<file path="src/rtl/status_readout.sv">
module status_readout #(
  parameter int ADC_W = 6,
  parameter int CNT_W = 22
) (
  input  logic             clk,
  input  logic             rst_n,
  input  logic             wr_req,
  input  logic             wr_ctl,
  input  logic             wr_rd_adc,
  input  logic             wr_rd_cnt,
  output logic             wr_grant,
  input  logic [ADC_W-1:0] adc_val,
  input  logic             adc_done,
  input  logic [CNT_W-1:0] cnt_val,
  input  logic             cnt_done,
  input  logic             pin_c,
  input  logic             pin_d,
  input  logic             en_n,
  input  logic             sck,
  output logic             sdo,
  output logic             rd_adc_o,
  output logic             rd_cnt_o
);
  localparam int ADC_LEN = ADC_W + 2;
  localparam int CNT_LEN = CNT_W + 2;
  localparam int SR_W    = CNT_LEN;
  localparam int PAD_W   = SR_W - ADC_LEN - 1;
  localparam int CW      = $clog2(SR_W + 2);

  logic            rd_adc, rd_cnt, en_q;
  logic            sel_adc, sel_cnt;
  logic [SR_W-1:0] sr;
  logic [CW-1:0]   nshift;

  wire pending   = rd_adc | rd_cnt;
  wire start     = en_q & ~en_n;
  wire stop      = ~en_q & en_n;
  wire shift     = ~en_q & ~en_n & sck;
  wire adc_full  = nshift >= CW'(ADC_LEN);
  wire cnt_full  = nshift >= CW'(CNT_LEN);

  assign wr_grant = wr_req & ~pending;
  assign sdo      = sr[SR_W-1];
  assign rd_adc_o = rd_adc;
  assign rd_cnt_o = rd_cnt;

  always_ff @(posedge clk) begin
    if (!rst_n) begin
      en_q    <= 1'b1;
      sr      <= '0;
      nshift  <= '0;
      sel_adc <= 1'b0;
      sel_cnt <= 1'b0;
    end else begin
      en_q <= en_n;
      if (start) begin
        sel_adc <= rd_adc;
        sel_cnt <= ~rd_adc & rd_cnt;
        nshift  <= '0;
        if (rd_adc)
          sr <= {adc_done, pin_c, adc_val, pin_d, {PAD_W{1'b0}}};
        else if (rd_cnt)
          sr <= {cnt_done, pin_d, cnt_val};
        else
          sr <= '0;
      end else if (shift) begin
        sr <= {sr[SR_W-2:0], 1'b0};
        if (nshift != {CW{1'b1}}) nshift <= nshift + 1'b1;
      end
    end
  end

  always_ff @(posedge clk) begin
    if (!rst_n) begin
      rd_adc <= 1'b0;
      rd_cnt <= 1'b0;
    end else if (wr_grant && wr_ctl) begin
      rd_adc <= wr_rd_adc;
      rd_cnt <= wr_rd_cnt;
    end else if (stop) begin
      if (sel_adc && adc_full) rd_adc <= 1'b0;
      if (sel_cnt && cnt_full) rd_cnt <= 1'b0;
    end
  end


  inhibit_chk: assert property (@(posedge clk) disable iff (!rst_n)
    (rd_adc && wr_req && wr_ctl && !wr_rd_adc && !stop) |=> rd_adc);


  prio_chk: assert property (@(posedge clk) disable iff (!rst_n)
    (start && rd_adc && rd_cnt) |=> (sel_adc && !sel_cnt));


  clear_at_end_chk: assert property (@(posedge clk) disable iff (!rst_n)
    ($fell(rd_adc) || $fell(rd_cnt)) |-> ($past(stop) || $past(wr_grant)));


  short_frame_chk: assert property (@(posedge clk) disable iff (!rst_n)
    (stop && sel_adc && !adc_full) |=> rd_adc);


  idle_zero_chk: assert property (@(posedge clk) disable iff (!rst_n)
    (start && !rd_adc && !rd_cnt) |=> !sdo);
endmodule

</file>
<file path="config.mk">
export PLATFORM = sky130hd
export DESIGN_NAME = status_readout
export DESIGN_NICKNAME = d
export VERILOG_FILES = /design/src/rtl/status_readout.sv
export SDC_FILE = /design/constraint.sdc
export NUM_CORES = 1
export LEC_CHECK = 0
export BUFFER_PORTS_ARGS = -buffer_cell sky130_fd_sc_hd__buf_4
export CORE_MARGIN = 2
export CORE_UTILIZATION = 51
export DETAILED_ROUTE_END_ITERATION = 7
export PLACE_DENSITY = 0.8
export RECOVER_POWER = 100
export REMOVE_ABC_BUFFERS = 1
export SLEW_MARGIN = 15
export SYNTH_ARGS = -nofsm -noshare
export SYNTH_HDL_FRONTEND = slang
export SYNTH_SLANG_ARGS = --single-unit
</file>
<file path="constraint.sdc">
create_clock -name clk -period 2.04 [get_ports clk]
set_input_delay 0.51 -clock clk [delete_from_list [all_inputs] [get_ports clk]]
set_output_delay 0.51 -clock clk [all_outputs]
set_load 0.01 [all_outputs]
</file>
==> flow_metrics.tcl, run 1 <==
set metrics [dict create \
    finalClockSkew_ns 0.003533 \
    insertion_delay_ns 0.33 \
    rsz0062_at_grt "false" \
    detailedRoute.firstPassIterationCount 4 \
    final_design_area_no_fill_um2 1962 \
    grt_max_degree 37 \
    fillers 281 \
    synth_most_common_cell "sky130_fd_sc_hd__dfxtp_1" \
    fp.dieW_um 60.17 \
    detail_route.drc_violations 0 \
    worst_reg2reg_setup_slack_ns 0.24 \
    final_util_pct 64.79 \
    regToRegStartpoint "nshift[0]" \
    worst-path-max-fanout 5 \
    path_buf_inv 0 \
    hold_path_startpoint "wr_rd_adc" \
    floorplan.die_area_um2 3620 \
    crit_path_top_delay_cell "sky130_fd_sc_hd__nor4b_4" \
    number_of_cells_in_the_finished_layout_apart_from_fillers 263 \
    grt_first_pass_wirelength_mm 5.464 \
    cts_made_buffers 5 \
    cts_tree "yes" \
    design_power_total_mw 1.396 \
    vias_per_cell 5.578 \
    finalSetupTns_ns 0 \
    critPathCaptureType "register" \
    setup_viol_count_final 0 \
    antenna_violations_before_repair 0 \
    timing.critical_path.from_type "register" \
    die_h_um 60.17 \
    flow.area_growth_from_synthesis_pct 21.93 \
    crit_start "nshift[0]" \
    ys_top_cells_by_count "34 x sky130_fd_sc_hd__dfxtp_1, 25 x sky130_fd_sc_hd__o21ai_0, 17 x sky130_fd_sc_hd__nor2_1, 13 x sky130_fd_sc_hd__nand2_1, 12 x sky130_fd_sc_hd__a221oi_1" \
    via_count 1467 \
    drive_gt1_share_pct 22.37 \
    worst_ep_required_time_ns 2.27 \
    placement.setup.worst_slack_ns 0.2503 \
    synth_area_leaders "sky130_fd_sc_hd__dfxtp_1 42%, sky130_fd_sc_hd__o21ai_0 7.8%, sky130_fd_sc_hd__a221oi_1 6.5%, sky130_fd_sc_hd__o21bai_1 4.7%, sky130_fd_sc_hd__nor2_1 4.0%" \
    gp_congestion 0.8237 \
    hpwlAfterDp_mm 2.410 \
    critical_path_arrival_ns 2.02 \
    grt.total_usage_pct 20.08 \
    crit_path_cell_trace "ha_1 -> and3_1 -> ha_1 -> nor4b_4 -> nand4_1 -> mux2i_1" \
    cellPowerDensity_nw_per_um2 711.3 \
    cell_taking_the_most_area_after_synthesis "sky130_fd_sc_hd__dfxtp_1" \
    h-tree-depth 2 \
    post_cts.resized_instances 0 \
    buffer_ports.inserted 43 \
    ys_ff_latch 34 \
    max_cap_violations 0 \
    rows 20 \
    insertedDiodeCount 0 \
    post_synth.cell_area_avg_um2 8.841 \
    wl_final_mm 3.514 \
    cts.clk_slew.worst_paths_ns 0.10 \
    relSlewSlack_pct 11.22 \
    number_of_warnings_issued_by_yosys 0 \
    placement.cell_area_um2 1912 \
    max-vdd-ir-drop_uv 547.2 \
    finalCriticalPeriod_ns 1.797 \
    synth.yosys.seq_area_share_pct 42.30 \
    grt_overflow 0 \
    crit_path_frequent_cell "sky130_fd_sc_hd__ha_1" \
    nets 261 \
    critPathKind "reg2reg" \
    synth_enable_flop_cells 0 \
    max_freq_ghz 0.5564 \
    run_status "finished, final reports clean" \
    effective_utilization_at_floorplan_pct 53.14 \
    yosysUniqueCellTypes 33 \
    hold_viol 0 \
    core_area_um2 3028 \
    timing.hold.worst.class "in2reg" \
    routed_wire_length_per_instance_um 13.36 \
    synth.cell_area_um2 1609 \
    detailedRoute.firstIterationViolations 59 \
    root_buffer "sky130_fd_sc_hd__clkbuf_4" \
    worst_slew_pin_slew_ns 1.332 \
    syn-instance-count 182 \
    finalCritPeriodShare_pct 88.10 \
    critPathMaxStageDelay_ns 0.40 \
    yosysTopAreaCellShare_pct 42.30 \
    postSynth.asyncResetShare_pct 0 \
    drt.antenna.violating_nets 0 \
    final_critical_path_setup_slack_ns 0.2428 \
    leakage_power_nw 0.8119 \
    postCtsSetupRepairBufs 0 \
    post_cts_hold_buffer_count 0 \
    design.portCount 44 \
    cts.sinks 34 \
    number_of_global_route_vias_before_repair 1306 \
    synthFlopType "sky130_fd_sc_hd__dfxtp_1" \
    dp.cells 255 \
    cts_max_path_buffers 2 \
    finalMaxSlewViolations 0 \
    cpLargestDelayFamily "simple AND/OR/NAND/NOR gates" \
    fin_hold_ws_ns 0.3851 \
]
==> sequential cells by signal (all words and copies together), names as in the netlist <==
signal	count
en_q	1
rd_adc_o	1
rd_cnt_o	1
sr	24
sel_cnt	1
sel_adc	1
nshift	5
==> worst paths after layout <==
kind                                   to  cells past startpoint
worst max-delay path            nshift[3]                      6
worst min-delay path             rd_adc_o                      2
worst max register to register  nshift[3]                      6
worst min register to register    sel_cnt                      2
==> area by class of cell <==
cell class              instances  area (µm²)  area share [%]
flip-flops and latches         34       680.7           34.69
repair buffers                 45       319.1           16.26
multi-input cells             129       820.8           41.84
clock inverters                 1       30.03           1.531
inverters                       3       11.26          0.5740
well taps                      44       55.05           2.806
clock buffers                   7       45.04           2.296
==> worst reg2reg max path: cells and delay by family, from the launching register on <==
family	cells	cell delay, ns
flops	1	0.36
simple gates	3	0.77
mux	1	0.15
fa+ha+maj	2	0.42
==> routing by layer <==
| metal | GRT usage [%] | wire (µm) | vias to the layer above |
|---|---|---|---|
| met2 | 34.63 | 1641 | 46 |
| li1 | - | - | 741 |
| met4 | 6.984 | 31 | 0 |
| met5 | 0 | 0 | - |
| met3 | 6.061 | 253 | 4 |
| met1 | 23.40 | 1588 | 676 |
==> logic make-up (layout without fill, tap and decap cells) <==
logic type	Yosys count	count (layout)	share of synthesized area (%)
DFF	34	34	42.30
and+or+nand+nor	49	49	15.94
AOI/OAI and AO/OA	71	71	29.47
muxes	5	5	3.111
buffers and inverters	19	56	6.298
adders and majority gates	3	3	2.333
xor gates and xnor gates	1	1	0.5444
==> power breakdown <==
group	internal, mW	switching, mW	leakage (nW)	total (mW)
clock	0.260	0.217	0.0395	0.477
combinational	0.101	0.0950	0.493	0.196
sequential	0.700	0.0234	0.279	0.723
==> layout by cell type, fill, tap and decap left out, drive strengths merged <==
cell type / count
clkbuf: 12
nor2: 17
nor2b: 2
nand3b: 2
a21oi: 9
mux2i: 5
buf: 40
nand2: 13
bufinv: 1
and3b: 1
o21ba: 1
o21ai: 25
nor3b: 1
nand4: 2
ha: 3
and2: 1
and3: 2
clkinv: 1
a32o: 2
and4bb: 1
o211ai: 1
nand3: 4
xnor2: 1
nand2b: 2
dfxtp: 34
inv: 2
o21bai: 10
a31oi: 9
nor4b: 1
a221oi: 14
Note: power is estimated with default switching activity, not from simulation.
==> run 2: changes to the inputs <==
--- a/config.mk
+++ b/config.mk
@@ -7,9 +7,9 @@
 export LEC_CHECK = 0
 export BUFFER_PORTS_ARGS = -buffer_cell sky130_fd_sc_hd__buf_4
 export CORE_MARGIN = 2
-export CORE_UTILIZATION = 51
+export CORE_UTILIZATION = 50
 export DETAILED_ROUTE_END_ITERATION = 7
-export PLACE_DENSITY = 0.8
+export PLACE_DENSITY = 0.79
 export RECOVER_POWER = 100
 export REMOVE_ABC_BUFFERS = 1
 export SLEW_MARGIN = 15
==> run 2 against run 1 <==
  * Core utilization down 0.53 points
  * Worst hold slack better by 0.0038 ns
  * Wire length increased by 3.3%
  * Sequential cell count stayed put
==> flow_metrics.tcl, run 2 (same netlist as run 1, synthesis figures left out) <==
set metrics [dict create \
    floorplan.die_area_um2 3688 \
    routed_wire_length_per_instance_um 13.69 \
    finalClockSkew_ns 0.007113 \
    p_clk_share_pct 29.6 \
    critPathKind "reg2reg" \
    fp.dieW_um 60.73 \
    comb_power_share_pct 15.5 \
    root_buffer "sky130_fd_sc_hd__clkbuf_4" \
    largest_register_ffs 24 \
    buffer_ports.inserted 43 \
    cts.sinks 34 \
    detailedRoute.firstPassIterationCount 4 \
    nets 263 \
    hold_viol 0 \
    insertedDiodeCount 0 \
    hpwlAfterDp_mm 2.486 \
    drive_gt1_share_pct 23.53 \
    cts_tree "yes" \
    antenna_violations_before_repair 0 \
    finalSetupTns_ns 0 \
    cts_max_path_buffers 2 \
    detail_route.drc_violations 0 \
    layout.cells.most_common_list "42 x sky130_fd_sc_hd__buf_4, 34 x sky130_fd_sc_hd__dfxtp_1, 25 x sky130_fd_sc_hd__o21ai_0" \
    grt_max_degree 37 \
    cts.clk_slew.worst_paths_ns 0.10 \
    mostFrequentLayoutCell "sky130_fd_sc_hd__buf_4" \
    run_status "finished, final reports clean" \
    worst_ep_required_time_ns 2.26 \
    relSlewSlack_pct 13.12 \
    die_h_um 60.73 \
    drt.antenna.violating_nets 0 \
    intPower_mw 0.9701 \
    detailedRoute.firstIterationViolations 107 \
    worst_slew_pin_slew_ns 1.303 \
    switching_share_pct 26.07 \
    postCtsSetupRepairBufs 0 \
    insertion_delay_ns 0.33 \
    grt.total_usage_pct 21.47 \
    total_switching_power_mw 0.3421 \
    cts_made_buffers 5 \
    sequentialPowerShare_pct 55.0 \
    timing.hold.worst.class "in2reg" \
    h-tree-depth 2 \
    grt_overflow 0 \
    grt_first_pass_wirelength_mm 5.899 \
    rsz0062_at_grt "false" \
    rows 20 \
    number_of_global_route_vias_before_repair 1389 \
    flow.area_growth_from_synthesis_pct 21.93 \
    max_freq_ghz 0.5657 \
    timing.critical_path.from_type "register" \
    placement.setup.worst_slack_ns 0.2213 \
    wl_final_mm 3.629 \
    finalCritPeriodShare_pct 86.66 \
    largest_register_by_flop_count "sr" \
    critPathCaptureType "register" \
    vias_per_cell 5.577 \
    finalMaxSlewViolations 0 \
    worst-path-max-fanout 5 \
    max_cap_violations 0 \
    design.portCount 44 \
    post_cts.resized_instances 0 \
    cellPowerDensity_nw_per_um2 668.9 \
    effective_utilization_at_floorplan_pct 52.70 \
    reg_top3 "sr x24, nshift x5" \
    post_cts_hold_buffer_count 0 \
    via_count 1478 \
    core_area_um2 3053 \
    finalCriticalPeriod_ns 1.768 \
    critical_path_arrival_ns 1.99 \
    multiInputGateArea_um2 820.8 \
    max-vdd-ir-drop_uv 470.8 \
    leakage_power_nw 0.8173 \
    sequential_cell_area_um2 680.7 \
    fillers 293 \
    setup_viol_count_final 0 \
    gp_congestion 0.8112 \
    final_critical_path_setup_slack_ns 0.2722 \
]
## run 2: cell count changes in the layout (fill, tap and decap cells not counted)
| cell | previous run | this run |
|---|---|---|
| sky130_fd_sc_hd__buf_4 | 40 | 42 |
| sky130_fd_sc_hd__clkbuf_8 | 0 | 1 |
| sky130_fd_sc_hd__clkbuf_1 | 7 | 6 |
| sky130_fd_sc_hd__clkinv_2 | 0 | 1 |
| sky130_fd_sc_hd__bufinv_16 | 1 | 0 |
## run 2: routing by layer
metal | part of all wire, % | vias up | wire length [µm] | global-route usage [%]
met2 | 47 | 50 | 1691 | 35.94
met5 | 0 | - | 0 | 0
met3 | 6.3 | 10 | 230 | 4.478
li1 | - | 745 | - | -
met4 | 2.0 | 0 | 72 | 11.49
met1 | 45 | 673 | 1635 | 25.80
## run 2: layout make-up
cell class / count / share of cell area, %
clock buffers: 7 / 2.806
clock inverters: 1 / 0.2551
well taps: 44 / 2.806
inverters: 3 / 0.5740
flip-flops and latches: 34 / 34.69
multi-input cells: 129 / 41.84
repair buffers: 47 / 17.03
## run 2: final timing paths
kind,startpoint,end,slack [ns],depth (start not counted)
worst max register to register,nshift[0],nshift[3],0.27,6
worst min register to register,sel_cnt,sel_cnt,0.48,2
worst min-delay path,wr_rd_adc,rd_adc_o,0.39,2
worst max-delay path,nshift[0],nshift[3],0.27,6
## run 2: critical path, stage by stage, from the launching register on
cell	delay (ns)
sky130_fd_sc_hd__dfxtp_1	0.36
sky130_fd_sc_hd__ha_1	0.22
sky130_fd_sc_hd__and3_1	0.18
sky130_fd_sc_hd__ha_1	0.20
sky130_fd_sc_hd__nor4b_4	0.39
sky130_fd_sc_hd__nand4_1	0.17
sky130_fd_sc_hd__mux2i_1	0.14
## run 2: through the flow
stage | util (%) | cells | power, mW | hold WS [ns] | cell area, µm²
6_report | 64.26 | 265 | 1.312 | 0.3889 | 1962
5_1_grt | 64.26 | 265 | 1.375 | 0.3881 | 1962
4_1_cts | 65.08 | 265 | 1.329 | 0.3788 | 1987
3_5_place_dp | 63.11 | 257 | 0.9442 | 0.4599 | 1927
3_3_place_gp | 63.11 | 257 | 0.9357 | 0.4502 | 1927
2_1_floorplan | - | 166 | 0.8309 | 0.4343 | 1519
## run 2: power by group through the flow
stage	combinational (mW)	clock, mW	sequential (mW)
after floorplan	0.0974	0	0.733
after global placement	0.201	0	0.734
after detailed placement	0.208	0	0.736
after CTS	0.209	0.399	0.721
after global routing	0.225	0.423	0.726
final	0.203	0.388	0.721
